File: src/rtl/pcm_rx_pkg.sv
package pcm_rx_pkg;
  typedef enum logic {CH_LEFT = 1'b0, CH_RIGHT = 1'b1} chan_e;

  function automatic chan_e ws_to_chan(input logic ws_lvl, input logic left_hi);
    return (ws_lvl == left_hi) ? CH_LEFT : CH_RIGHT;
  endfunction
endpackage

File: src/rtl/pcm_in_sync.sv
module pcm_in_sync #(
  parameter int STAGES = 2
) (
  input  logic clk,
  input  logic rst_n,
  input  logic sck,
  input  logic ws,
  input  logic sd,
  output logic rise,
  output logic ws_s,
  output logic sd_s
);
  localparam int LANES = 3;

  logic [STAGES-1:0][LANES-1:0] chain;
  logic                         sck_prev;

  always_ff @(posedge clk or negedge rst_n) begin
    if (!rst_n) begin
      chain    <= '0;
      sck_prev <= 1'b0;
    end else begin
      chain[0] <= {sck, ws, sd};
      for (int i = 1; i < STAGES; i++) chain[i] <= chain[i-1];
      sck_prev <= chain[STAGES-1][2];
    end
  end

  assign rise = chain[STAGES-1][2] & ~sck_prev;
  assign ws_s = chain[STAGES-1][1];
  assign sd_s = chain[STAGES-1][0];

  // a rise event is a single-cycle pulse
  a_r9_rise_single: assert property (@(posedge clk) disable iff (!rst_n)
    rise |=> !rise);
endmodule

File: src/rtl/pcm_deser.sv
module pcm_deser
  import pcm_rx_pkg::*;
#(
  parameter int W = 16
) (
  input  logic         clk,
  input  logic         rst_n,
  input  logic         tick,
  input  logic         ws,
  input  logic         sd,
  input  logic         fmt_i2s,
  input  logic         left_hi,
  output logic [W-1:0] l_data,
  output logic         l_valid,
  output logic [W-1:0] r_data,
  output logic         r_valid
);
  localparam int CW = $clog2(W + 1);
  localparam logic [CW-1:0] FULL = CW'(W);
  localparam logic [CW-1:0] LAST = CW'(W - 1);

  logic          seen, armed, ws_prev;
  logic [CW-1:0] cnt;
  chan_e         chan_q;
  logic [W-1:0]  shreg;

  logic          trans, emit;
  chan_e         emit_ch;
  logic [W-1:0]  emit_word;

  assign trans = seen && (ws != ws_prev);

  always_comb begin
    emit      = 1'b0;
    emit_ch   = chan_q;
    emit_word = shreg;
    if (fmt_i2s) begin
      emit      = tick && !trans && (cnt == LAST);
      emit_word = {shreg[W-2:0], sd};
      emit_ch   = chan_q;
    end else begin
      emit      = tick && trans && armed;
      emit_word = shreg;
      emit_ch   = ws_to_chan(ws_prev, left_hi);
    end
  end

  always_ff @(posedge clk or negedge rst_n) begin
    if (!rst_n) begin
      seen    <= 1'b0;
      armed   <= 1'b0;
      ws_prev <= 1'b0;
      cnt     <= FULL;
      chan_q  <= CH_LEFT;
      shreg   <= '0;
    end else if (tick) begin
      seen    <= 1'b1;
      ws_prev <= ws;
      if (trans) begin
        armed  <= 1'b1;
        chan_q <= ws_to_chan(ws, left_hi);
        cnt    <= '0;
        if (!fmt_i2s) shreg <= {{(W-1){1'b0}}, sd};
      end else if (fmt_i2s) begin
        if (cnt != FULL) begin
          shreg <= {shreg[W-2:0], sd};
          cnt   <= cnt + 1'b1;
        end
      end else begin
        shreg <= {shreg[W-2:0], sd};
      end
    end
  end

  logic [W-1:0] lane_data  [2];
  logic         lane_valid [2];

  for (genvar c = 0; c < 2; c++) begin : g_lane
    localparam chan_e MY_CH = (c == 0) ? CH_LEFT : CH_RIGHT;
    always_ff @(posedge clk or negedge rst_n) begin
      if (!rst_n) begin
        lane_data[c]  <= '0;
        lane_valid[c] <= 1'b0;
      end else begin
        lane_valid[c] <= emit && (emit_ch == MY_CH);
        if (emit && (emit_ch == MY_CH)) lane_data[c] <= emit_word;
      end
    end
  end

  assign l_data  = lane_data[0];
  assign l_valid = lane_valid[0];
  assign r_data  = lane_data[1];
  assign r_valid = lane_valid[1];

  // strobes last one clock
  a_r4_left_pulse: assert property (@(posedge clk) disable iff (!rst_n)
    l_valid |=> !l_valid);
  a_r4_right_pulse: assert property (@(posedge clk) disable iff (!rst_n)
    r_valid |=> !r_valid);
  // channels never strobe together
  a_r4_exclusive: assert property (@(posedge clk) disable iff (!rst_n)
    !(l_valid && r_valid));
  // data held between strobes
  a_r4_left_hold: assert property (@(posedge clk) disable iff (!rst_n)
    !l_valid |-> $stable(l_data));
  a_r4_right_hold: assert property (@(posedge clk) disable iff (!rst_n)
    !r_valid |-> $stable(r_data));
endmodule

File: src/rtl/pcm_zero_watch.sv
module pcm_zero_watch #(
  parameter int W      = 16,
  parameter int FRAMES = 2048
) (
  input  logic         clk,
  input  logic         rst_n,
  input  logic         l_valid,
  input  logic [W-1:0] l_data,
  input  logic         r_valid,
  input  logic [W-1:0] r_data,
  output logic         zero_n
);
  localparam int LIMIT = 2 * FRAMES;
  localparam int CW    = $clog2(LIMIT + 1);
  localparam logic [CW-1:0] LIM = CW'(LIMIT);

  logic          any_z, any_nz;
  logic [CW-1:0] run, run_nx;

  assign any_z  = (l_valid && (l_data == '0)) || (r_valid && (r_data == '0));
  assign any_nz = (l_valid && (l_data != '0)) || (r_valid && (r_data != '0));

  always_comb begin
    run_nx = run;
    if (any_nz)                   run_nx = '0;
    else if (any_z && run != LIM) run_nx = run + 1'b1;
  end

  always_ff @(posedge clk or negedge rst_n) begin
    if (!rst_n) begin
      run    <= '0;
      zero_n <= 1'b1;
    end else begin
      run    <= run_nx;
      zero_n <= (run_nx != LIM);
    end
  end

  // flag only falls after a zero sample strobe
  a_r6_fall_cause: assert property (@(posedge clk) disable iff (!rst_n)
    $fell(zero_n) |-> $past(any_z));
  // flag only rises after a non-zero sample strobe
  a_r7_rise_cause: assert property (@(posedge clk) disable iff (!rst_n)
    $rose(zero_n) |-> $past(any_nz));
  // flag high through reset
  a_r8_reset_flag: assert property (@(posedge clk)
    !rst_n |=> zero_n);
endmodule

File: src/rtl/pcm_serial_rx.sv
module pcm_serial_rx #(
  parameter int SAMPLE_W    = 16,
  parameter int ZERO_FRAMES = 2048,
  parameter int SYNC_STAGES = 2
) (
  input  logic                clk,
  input  logic                rst_n,
  input  logic                sck,
  input  logic                ws,
  input  logic                sd,
  input  logic                fmt_i2s,
  input  logic                ws_left_hi,
  output logic [SAMPLE_W-1:0] left_data,
  output logic                left_valid,
  output logic [SAMPLE_W-1:0] right_data,
  output logic                right_valid,
  output logic                zero_n
);
  logic rise, ws_s, sd_s;

  pcm_in_sync #(.STAGES(SYNC_STAGES)) u_sync (
    .clk  (clk),
    .rst_n(rst_n),
    .sck  (sck),
    .ws   (ws),
    .sd   (sd),
    .rise (rise),
    .ws_s (ws_s),
    .sd_s (sd_s)
  );

  pcm_deser #(.W(SAMPLE_W)) u_deser (
    .clk    (clk),
    .rst_n  (rst_n),
    .tick   (rise),
    .ws     (ws_s),
    .sd     (sd_s),
    .fmt_i2s(fmt_i2s),
    .left_hi(ws_left_hi),
    .l_data (left_data),
    .l_valid(left_valid),
    .r_data (right_data),
    .r_valid(right_valid)
  );

  pcm_zero_watch #(.W(SAMPLE_W), .FRAMES(ZERO_FRAMES)) u_zero (
    .clk    (clk),
    .rst_n  (rst_n),
    .l_valid(left_valid),
    .l_data (left_data),
    .r_valid(right_valid),
    .r_data (right_data),
    .zero_n (zero_n)
  );
endmodule

File: config.mk
export PLATFORM = sky130hd
export DESIGN_NAME = pcm_serial_rx
export DESIGN_NICKNAME = d
export VERILOG_FILES = /design/src/rtl/pcm_rx_pkg.sv /design/src/rtl/pcm_in_sync.sv /design/src/rtl/pcm_deser.sv /design/src/rtl/pcm_zero_watch.sv /design/src/rtl/pcm_serial_rx.sv
export SDC_FILE = /design/constraint.sdc
export NUM_CORES = 1
export LEC_CHECK = 0
export BUFFER_PORTS_ARGS = -buffer_cell sky130_fd_sc_hd__buf_4
export CAP_MARGIN = 20
export CORE_ASPECT_RATIO = 0.75
export CORE_UTILIZATION = 52
export DETAILED_ROUTE_END_ITERATION = 8
export GPL_TIMING_DRIVEN = 0
export PLACE_DENSITY = 0.75
export SYNTH_ARGS = -nofsm -noshare
export SYNTH_HDL_FRONTEND = slang
export SYNTH_SLANG_ARGS = --single-unit
File: constraint.sdc
create_clock -name clk -period 2 [get_ports clk]
set_input_delay 0.4 -clock clk [delete_from_list [all_inputs] [get_ports clk]]
set_output_delay 0.4 -clock clk [all_outputs]
set_load 0.1 [all_outputs]
==> results of run 1 <==
## metrics by stage
stage,utilization,instances,setup WS [ps]
final,0.703,504,-380
after global routing,0.703,504,-522
after CTS,0.676,498,-350
after detailed placement,0.623,477,-629
after global placement,0.623,477,-553
after floorplan,-,356,-339
## where the power goes
group | switching, uW | internal [uW]
combinational | 906 | 391
clock | 577 | 578
sequential | 170 | 1770
## cells by family (layout without fill, tap and decap cells)
logic type                 after synthesis  in the layout  share of synthesized area
and+or+nand+nor                        143            143                      0.188
DFF                                     80             80                      0.564
AOI/OAI and AO/OA                       66             66                      0.103
buffers and inverters                   27             94                     0.0334
muxes                                   18             18                     0.0514
xor gates and xnor gates                17             17                     0.0419
adders and majority gates                5              5                     0.0176
## worst reg2reg max path: stages, from the launching register on
cell	delay [ps]
dfrtp_4	500
nor4_4	260
nand4_1	240
buf_4	220
a22o_4	270
nor2_1	80
and3_1	170
nand4_1	140
or4_1	420
## routing by layer
metal | track usage | vias up
met1 | 0.353 | 1399
met4 | 0.0735 | 0
li1 | - | 1344
met2 | 0.359 | 85
met3 | 0.0552 | 6
met5 | 0 | -
## cell usage after synthesis, drive strengths merged, types with 2 or more instances
master / instances / area (um^2)
and3: 5 / 31.3
nor3b: 2 / 15.0
o2111ai: 3 / 26.3
clkbuf: 11 / 41.3
inv: 10 / 37.5
nand4: 9 / 56.3
nand2b: 4 / 25.0
dfstp: 2 / 52.6
o21ai: 52 / 260
xor2: 10 / 87.6
xnor2: 7 / 61.3
mux2: 2 / 22.5
or4: 2 / 15.0
buf: 5 / 22.5
ha: 5 / 62.6
and2: 3 / 18.8
mux2i: 16 / 160
dfrtp: 78 / 1950
nand3: 6 / 30.0
a21oi: 4 / 23.8
nand2: 74 / 278
nor2: 22 / 82.6
nor4: 8 / 56.3
## flip-flops by register name, summed over array words and instances, names as in the netlist, 4 cells and up
register / count
u_deser.r_data: 16
u_zero.run: 13
u_sync.chain: 4
u_deser.cnt: 5
u_deser.l_data: 16
u_deser.shreg: 16
## final timing paths
check,startpoint,end,slack (ps),cells after the start
hold reg to reg,u_sync.chain[2]$_DFF_PN0_,u_sync.chain[5]$_DFF_PN0_,350,0
setup / recovery,u_deser.l_data[15]$_DFFE_PN0P_,u_zero.zero_n$_DFF_PN1_,-380,8
hold / removal,sck,u_sync.chain[2]$_DFF_PN0_,150,1
min in group asynchronous,rst_n,u_deser.l_data[1]$_DFFE_PN0P_,200,1
setup reg to reg,u_deser.l_data[15]$_DFFE_PN0P_,u_zero.zero_n$_DFF_PN1_,-380,8
max in group asynchronous,rst_n,u_deser.l_data[7]$_DFFE_PN0P_,1070,1
## cell type report
| type | instances | area (um^2) | area share |
|---|---|---|---|
| Timing Repair Buffer | 52 | 428 | 0.0944 |
| Clock buffer | 11 | 131 | 0.0290 |
| Clock inverter | 5 | 56.3 | 0.0124 |
| Inverter | 11 | 55.1 | 0.0121 |
| Buffer | 15 | 106 | 0.0235 |
| Sequential cell | 80 | 2060 | 0.455 |
| Tap cell | 81 | 101 | 0.0224 |
| Multi-Input combinational cell | 249 | 1590 | 0.351 |
## repair_timing
action	in CTS	in global routing
gates resized for setup	27	38
pin swaps	7	11
endpoints found under the setup margin	57	53
buffers inserted	6	6
gates cloned	0	1
==> results.yml, run 1 <==
grt:
  grt.total_usage: 0.241
  number_of_antenna_violations_at_the_first_check_in_global_routing: 0
  first_pass_grt_wire_length_mm: 13.2
  grt_overflow_total: 0
  grt_max_degree: 81
  number_of_global_route_vias_before_repair: 2578
timing:
  fin_crit_sh: 1.19
  setup_slack_ps: -380
  fin_hold_ws_ps: 153
  rsz0062_at_grt: "yes"
  worst-slew-pin-transition_ps: 980
  min_tclk_post_route_ps: 2380
  setup-violations-final: 2
  timing_max_transition_violations_final: 0
  final_hold_viol_count: 0
  relSlewSlack: 0.346
  fin_tns_setup_ps: -404
  fmax_mhz: 420
  timing.clock.skew_ps: 13.7
critical_path:
  worst_path_largest_cell_delay_ps: 500
  criticalPathCategory: "reg2reg"
  worst_path_max_delay_cell: "dfrtp_4"
  path_delay_family: "simple AND/OR/NAND/NOR gates"
  worst_path_arrival_time_ps: 2650
  timing.critical_path.mode_cell: "nand4_1"
  crit_path_start_kind: "register"
  worst-path-max-fanout: 5
  endpoint_type_of_the_worst_setup_path: "register"
  timing.critical_path.cells: "nor4_4, nand4_1, buf_4, a22o_4, nor2_1, and3_1, nand4_1, or4_1"
  required_ps: 2270
  worst-path-buf-inv: 1
outcome:
  outcome: "finished with violations"
  failed_checks: "setup timing"
drt:
  top_layer_used: "met4"
  viasPerCell: 5.62
  drc_errors: 0
  vias: 2834
  routed_wire_length_per_instance_um: 17.2
  routed_wirelength_mm: 8.65
  met2_length_mm: 3.94
  count_of_antenna_violating_nets_left_after_detailed_routing: 0
  wl_met1_mm: 4.17
  drtIter0Drc: 162
  dr.pass1.iters: 4
  dr_wl_met3_um: 476
final_layout:
  fin_nets: 430
  final_layout_size_suffix_gt1_frac: 0.336
  syn2layout_area_growth_pct: 27.5
  commonest_cells_after_routing_fill_and_taps_aside: "nand2_1, buf_4, dfrtp_1"
  post_route_design_area_um2: 4530
  num_antenna_cells: 0
  mostFrequentLayoutCell: "nand2_1"
  fillers: 478
yosys:
  async_flop_share: 1.00
  yosys_register_bits: 80
  synth.net_count: 368
  gate_count_after_technology_mapping: 356
  synth_enable_flop_cells: 0
  yosys_warnings: 0
  synth_sequential_area_ratio: 0.564
  mappedNetlistArea_um2: 3550
  netlist-cell-type-count: 44
  postSynthAreaPerCell_um2: 9.98
  synth-main-ff-cell: "dfrtp_1"
clocking:
  post_cts_hold_buffer_count: 0
  cts_root_buf: "clkbuf_8"
  cts_buffers: 9
  htree_levels: 3
  clock_latency_ps: 350
  cts-root-to-sink-buffers: 2
  cts.clk_slew.worst_paths_ps: 80
  cts_tree: "yes"
  clock_sink_count: 80
min_path:
  worst_hold_class: "in2reg"
power:
  power.ir.vdd_worst_v: 0.000729
  post-layout-total-power_uw: 4400
  power.density_cell_area_nw_per_um2: 970
  leakage_power_figure_uw: 0.00203
die:
  dieHeight_um: 73.6
  placementRows: 25
  die_area_um2: 7170
  floorplan.core_area_um2: 6440
  initial_utilization: 0.552
  die_width_um: 97.5
  ioPinCount: 42
placed_design:
  dp.final_hpwl_mm: 5.74
  placed_cell_area_um2: 4010
  port-buffer-count: 40
  gpl.final_weighted_congestion: 0.871
run:
  maxCapViolations: 0
(Power assumes the default switching activity.)
==> run 2, diff against run 1 <==
CORE_UTILIZATION = 55   (was 52)
CTS_CLUSTER_DIAMETER = 80   (was unset)
PLACE_DENSITY = 0.76   (was 0.75)
clock period = 2.85 ns   (was 2 ns; I/O delays follow)
==> run 2 against run 1 <==
Effect of this change: sequential power decreased by 32%; non-clock buffer count down 11; critical endpoint unchanged; clock skew shrank 1.0 ps; sequential share of layout area increased by 2.7 points; utilization fell by 1.0 points; first-iteration DRC count is 14% higher; routed wire length down 8.7%; register-to-register slack gained 490 ps; total power down 32%; largest cell class unchanged; the run now ends clean; design area decreased by 8.2%.
==> results.yml, run 2 (synthesis results as in run 1) <==
drt:
  routed_wire_length_per_instance_um: 16.1
  drc_errors: 0
  viasPerCell: 5.73
  vias: 2808
  count_of_antenna_violating_nets_left_after_detailed_routing: 0
  dr.pass1.iters: 5
  routed_wirelength_mm: 7.90
  drtIter0Drc: 185
power:
  power.share.switching: 0.383
  power.ir.vdd_worst_v: 0.000411
  p_comb_frac: 0.263
  seq_power_share: 0.443
  leakage_power_figure_uw: 0.00195
  power.density_cell_area_nw_per_um2: 723
  p_int_uw: 1860
  fraction_of_power_consumed_by_the_clock_network: 0.294
  net_switching_power_figure_uw: 1150
final_layout:
  final_layout_size_suffix_gt1_frac: 0.163
  syn2layout_area_growth_pct: 17.1
  fillers: 463
  multiInputGateArea_um2: 1430
  mostFrequentLayoutCell: "dfrtp_1"
  fin_nets: 419
  commonest_cells_after_routing_fill_and_taps_aside: "dfrtp_1, nand2_1, buf_4"
  register_area_um2: 2000
  num_antenna_cells: 0
  post_route_design_area_um2: 4160
critical_path:
  startpoint: "u_deser.l_data[4]$_DFFE_PN0P_"
  timing.critical_path.cells: "nor4_1, nand4_1, o22ai_2, nand4_1, mux2_2, nand4_1, or4_1"
  required_ps: 3120
  crit_path_start_kind: "register"
  worst-path-buf-inv: 0
  endpoint_type_of_the_worst_setup_path: "register"
  worst_path_max_delay_cell: "or4_1"
  criticalPathCategory: "reg2reg"
  worst_path_arrival_time_ps: 3010
  regToRegEndpoint: "u_zero.zero_n$_DFF_PN1_"
  reg2regPathDepth: 7
  path_delay_family: "simple AND/OR/NAND/NOR gates"
  r2r_slack_ps: 110
  worstSetupPathDepth: 7
  r2r-start: "u_deser.l_data[4]$_DFFE_PN0P_"
  worst_path_largest_cell_delay_ps: 480
  timing.critical_path.mode_cell: "nand4_1"
  worst-path-max-fanout: 7
die:
  initial_utilization: 0.592
  dieHeight_um: 71.6
  die_width_um: 94.8
  placementRows: 24
  die_area_um2: 6790
  floorplan.core_area_um2: 6010
  ioPinCount: 42
min_path:
  hold_path_end: "u_sync.chain[0]$_DFF_PN0_"
  worst_hold_class: "in2reg"
  min_from: "sd"
  min_delay_path_depth: 1
clocking:
  htree_levels: 3
  cts_buffers: 9
  post_cts_buffers: 0
  cts_tree: "yes"
  clock_sink_count: 80
  post_cts_hold_buffer_count: 0
  cts-root-to-sink-buffers: 2
  cts.clk_slew.worst_paths_ps: 100
  cts_root_buf: "clkbuf_8"
  clock_latency_ps: 360
  cts_resized: 0
timing:
  relSlewSlack: 0.350
  setup-violations-final: 0
  timing.clock.skew_ps: 12.7
  rsz0062_at_grt: "no"
  min_tclk_post_route_ps: 2740
  fin_tns_setup_ps: 0
  timing_max_transition_violations_final: 0
  fin_crit_sh: 0.963
  fmax_mhz: 364
  final_hold_viol_count: 0
  worst-slew-pin-transition_ps: 975
outcome:
  outcome: "finished, final reports clean"
grt:
  number_of_antenna_violations_at_the_first_check_in_global_routing: 0
  grt_max_degree: 81
  number_of_global_route_vias_before_repair: 2599
  grt.total_usage: 0.254
  grt_overflow_total: 0
  first_pass_grt_wire_length_mm: 12.9
placed_design:
  port-buffer-count: 40
  dp.final_hpwl_mm: 5.54
  gpl.final_weighted_congestion: 0.882
  placed_cell_area_um2: 3950
run:
  maxCapViolations: 0
## run 2: power by group through the flow
stage / combinational (uW) / clock, uW / sequential (uW)
2_1_floorplan: 272 / 0 / 1660
3_3_place_gp: 781 / 0 / 1350
3_5_place_dp: 790 / 0 / 1350
4_1_cts: 793 / 902 / 1330
5_1_grt: 856 / 952 / 1350
6_report: 791 / 885 / 1330
## run 2: worst reg2reg max path: cells and delay by family (launching register included)
kind / cells / cell delay (ps)
AND/OR/NAND/NOR: 5 / 1560
flip-flops: 1 / 420
AO/OA/AOI/OAI: 1 / 380
multiplexers: 1 / 300
## run 2: final cells by class
cell class / instances / area share
Tap cell: 78 / 0.0234
Timing Repair Buffer: 40 / 0.0721
Clock inverter: 7 / 0.0207
Inverter: 11 / 0.0132
Clock buffer: 9 / 0.0298
Multi-Input combinational cell: 249 / 0.344
Sequential cell: 80 / 0.482
Buffer: 16 / 0.0153
## run 2: per-layer routing
metal	wire [um]	up-vias	global-route usage
met4	30	0	0.0539
met3	421	4	0.0732
li1	-	1325	-
met2	3660	85	0.384
met5	0	-	0
met1	3780	1394	0.369
## run 2: metrics by stage
stage | util | hold WS, ps | total power (uW) | instances | setup WS, ps
3_5_place_dp | 0.658 | 338 | 2140 | 474 | 148
4_1_cts | 0.693 | 306 | 3030 | 490 | 127
5_1_grt | 0.693 | 295 | 3160 | 490 | 30.8
2_1_floorplan | - | 274 | 1930 | 356 | 279
6_report | 0.693 | 321 | 3010 | 490 | 106
3_3_place_gp | 0.658 | 332 | 2130 | 474 | 170
## run 2: worst max-delay path by stage
stage	to	slack, ps
after detailed placement	u_zero.zero_n$_DFF_PN1_	150
after floorplan	u_zero.zero_n$_DFF_PN1_	280
after global placement	u_zero.zero_n$_DFF_PN1_	170
after global routing	u_zero.zero_n$_DFF_PN1_	30
after CTS	u_zero.zero_n$_DFF_PN1_	130
final	u_zero.zero_n$_DFF_PN1_	110
==> run 3, diff against run 2 <==
CORE_UTILIZATION = 45   (was 55)
PLACE_DENSITY = 0.64   (was 0.76)
==> run 3 against run 2 <==
Effect of this change: total power increased by 0.36%; non-clock buffer count increased by 1; combinational power about the same.
==> results.yml, run 3 (synthesis results as in run 1) <==
outcome:
  outcome: "finished, final reports clean"
drt:
  dr.pass1.iters: 4
  drtIter0Drc: 144
  vias: 2686
  routed_wire_length_per_instance_um: 14.6
  drc_errors: 0
  routed_wirelength_mm: 7.53
  count_of_antenna_violating_nets_left_after_detailed_routing: 0
  viasPerCell: 5.23
grt:
  number_of_antenna_violations_at_the_first_check_in_global_routing: 0
  grt_max_degree: 81
  grt_overflow_total: 0
  first_pass_grt_wire_length_mm: 12.4
  grt.total_usage: 0.196
  number_of_global_route_vias_before_repair: 2455
die:
  ioPinCount: 42
  placementRows: 27
  die_area_um2: 8260
  initial_utilization: 0.474
  dieHeight_um: 79.0
  die_width_um: 105
  floorplan.core_area_um2: 7500
timing:
  worst-slew-pin-transition_ps: 630
  setup_slack_ps: 295
  fmax_mhz: 391
  fin_crit_sh: 0.897
  rsz0062_at_grt: "no"
  min_tclk_post_route_ps: 2560
  relSlewSlack: 0.580
  timing.clock.skew_ps: 7.40
  fin_hold_ws_ps: 23.6
  final_hold_viol_count: 0
  timing_max_transition_violations_final: 0
  setup-violations-final: 0
  fin_tns_setup_ps: 0
placed_design:
  gpl.final_weighted_congestion: 0.874
  dp.final_hpwl_mm: 5.51
  port-buffer-count: 40
  place_ws_ps: 281
clocking:
  cts-root-to-sink-buffers: 2
  post_cts_buffers: 0
  cts_buffers: 9
  htree_levels: 3
  cts_resized: 0
  cts.clk_slew.worst_paths_ps: 80
  clock_latency_ps: 350
  cts_tree: "yes"
  post_cts_hold_buffer_count: 0
  cts_root_buf: "clkbuf_8"
  clock_sink_count: 80
power:
  leakage_power_figure_uw: 0.00197
  power.ir.vdd_worst_v: 0.000567
  power.density_cell_area_nw_per_um2: 714
run:
  maxCapViolations: 0
min_path:
  worst_hold_class: "in2async"
final_layout:
  final_layout_size_suffix_gt1_frac: 0.165
  syn2layout_area_growth_pct: 19.0
  mostFrequentLayoutCell: "dfrtp_1"
  num_antenna_cells: 0
  fin_nets: 420
  commonest_cells_after_routing_fill_and_taps_aside: "dfrtp_1, nand2_1, buf_4"
critical_path:
  crit_path_start_kind: "register"
  worst_path_arrival_time_ps: 2830
  reg2regPathDepth: 7
  endpoint_type_of_the_worst_setup_path: "register"
  worst-path-max-fanout: 7
  required_ps: 3120
  criticalPathCategory: "reg2reg"
[run 3: cell types whose count changed in the layout (fill, tap and decap cells not counted), moves of 2 or more]
cell | previous run | this run
inv_6 | 3 | 0
clkinv_4 | 0 | 3
clkinv_2 | 0 | 2
inv_8 | 2 | 0
[run 3: critical path: stages, from the launching register on]
cell	delay, ps
dfrtp_1	410
nor4_1	380
nand4_1	230
o22ai_2	350
nand4_1	280
mux2_2	290
nand4_1	120
or4_1	420
[run 3: cell type report]
class,instances,area (um^2)
buffer,16,63.8
clock buffer,9,124
clock inverter,7,96.3
fill,674,3270
inverter,11,55.1
multi-input combinational,249,1430
sequential,80,2000
tap,101,126
timing repair buffer,41,328
[run 3: final timing paths]
path,start,to,slack (ps)
max in group asynchronous,rst_n,u_zero.zero_n$_DFF_PN1_,2220
setup reg to reg,u_deser.r_data[2]$_DFFE_PN0P_,u_zero.zero_n$_DFF_PN1_,290
hold / removal,rst_n,u_deser.l_data[3]$_DFFE_PN0P_,20
setup / recovery,u_deser.r_data[2]$_DFFE_PN0P_,u_zero.zero_n$_DFF_PN1_,290
min in group clk,ws,u_sync.chain[1]$_DFF_PN0_,320
hold reg to reg,u_sync.chain[0]$_DFF_PN0_,u_sync.sd_s$_DFF_PN0_,350
[run 3: stage by stage]
stage / power (uW) / instance area [um^2] / utilization / std cells
after floorplan: 1930 / 3550 / - / 356
after global placement: 2130 / 3980 / 0.531 / 497
after detailed placement: 2140 / 3980 / 0.531 / 497
after global routing: 3180 / 4230 / 0.564 / 514
final: 3020 / 4230 / 0.564 / 514
after CTS: 3050 / 4200 / 0.560 / 513
[run 3: power breakdown]
group	internal, uW	switching, uW
sequential	1230	97.4
clock	494	407
combinational	202	586
total	1930	1090
[run 3: metal layers]
layer,GRT usage,up-vias,part of all wire
met5,0,-,0
met4,0.0592,0,0.012
met3,0.0534,9,0.078
met2,0.270,84,0.41
met1,0.297,1262,0.50
li1,-,1331,-
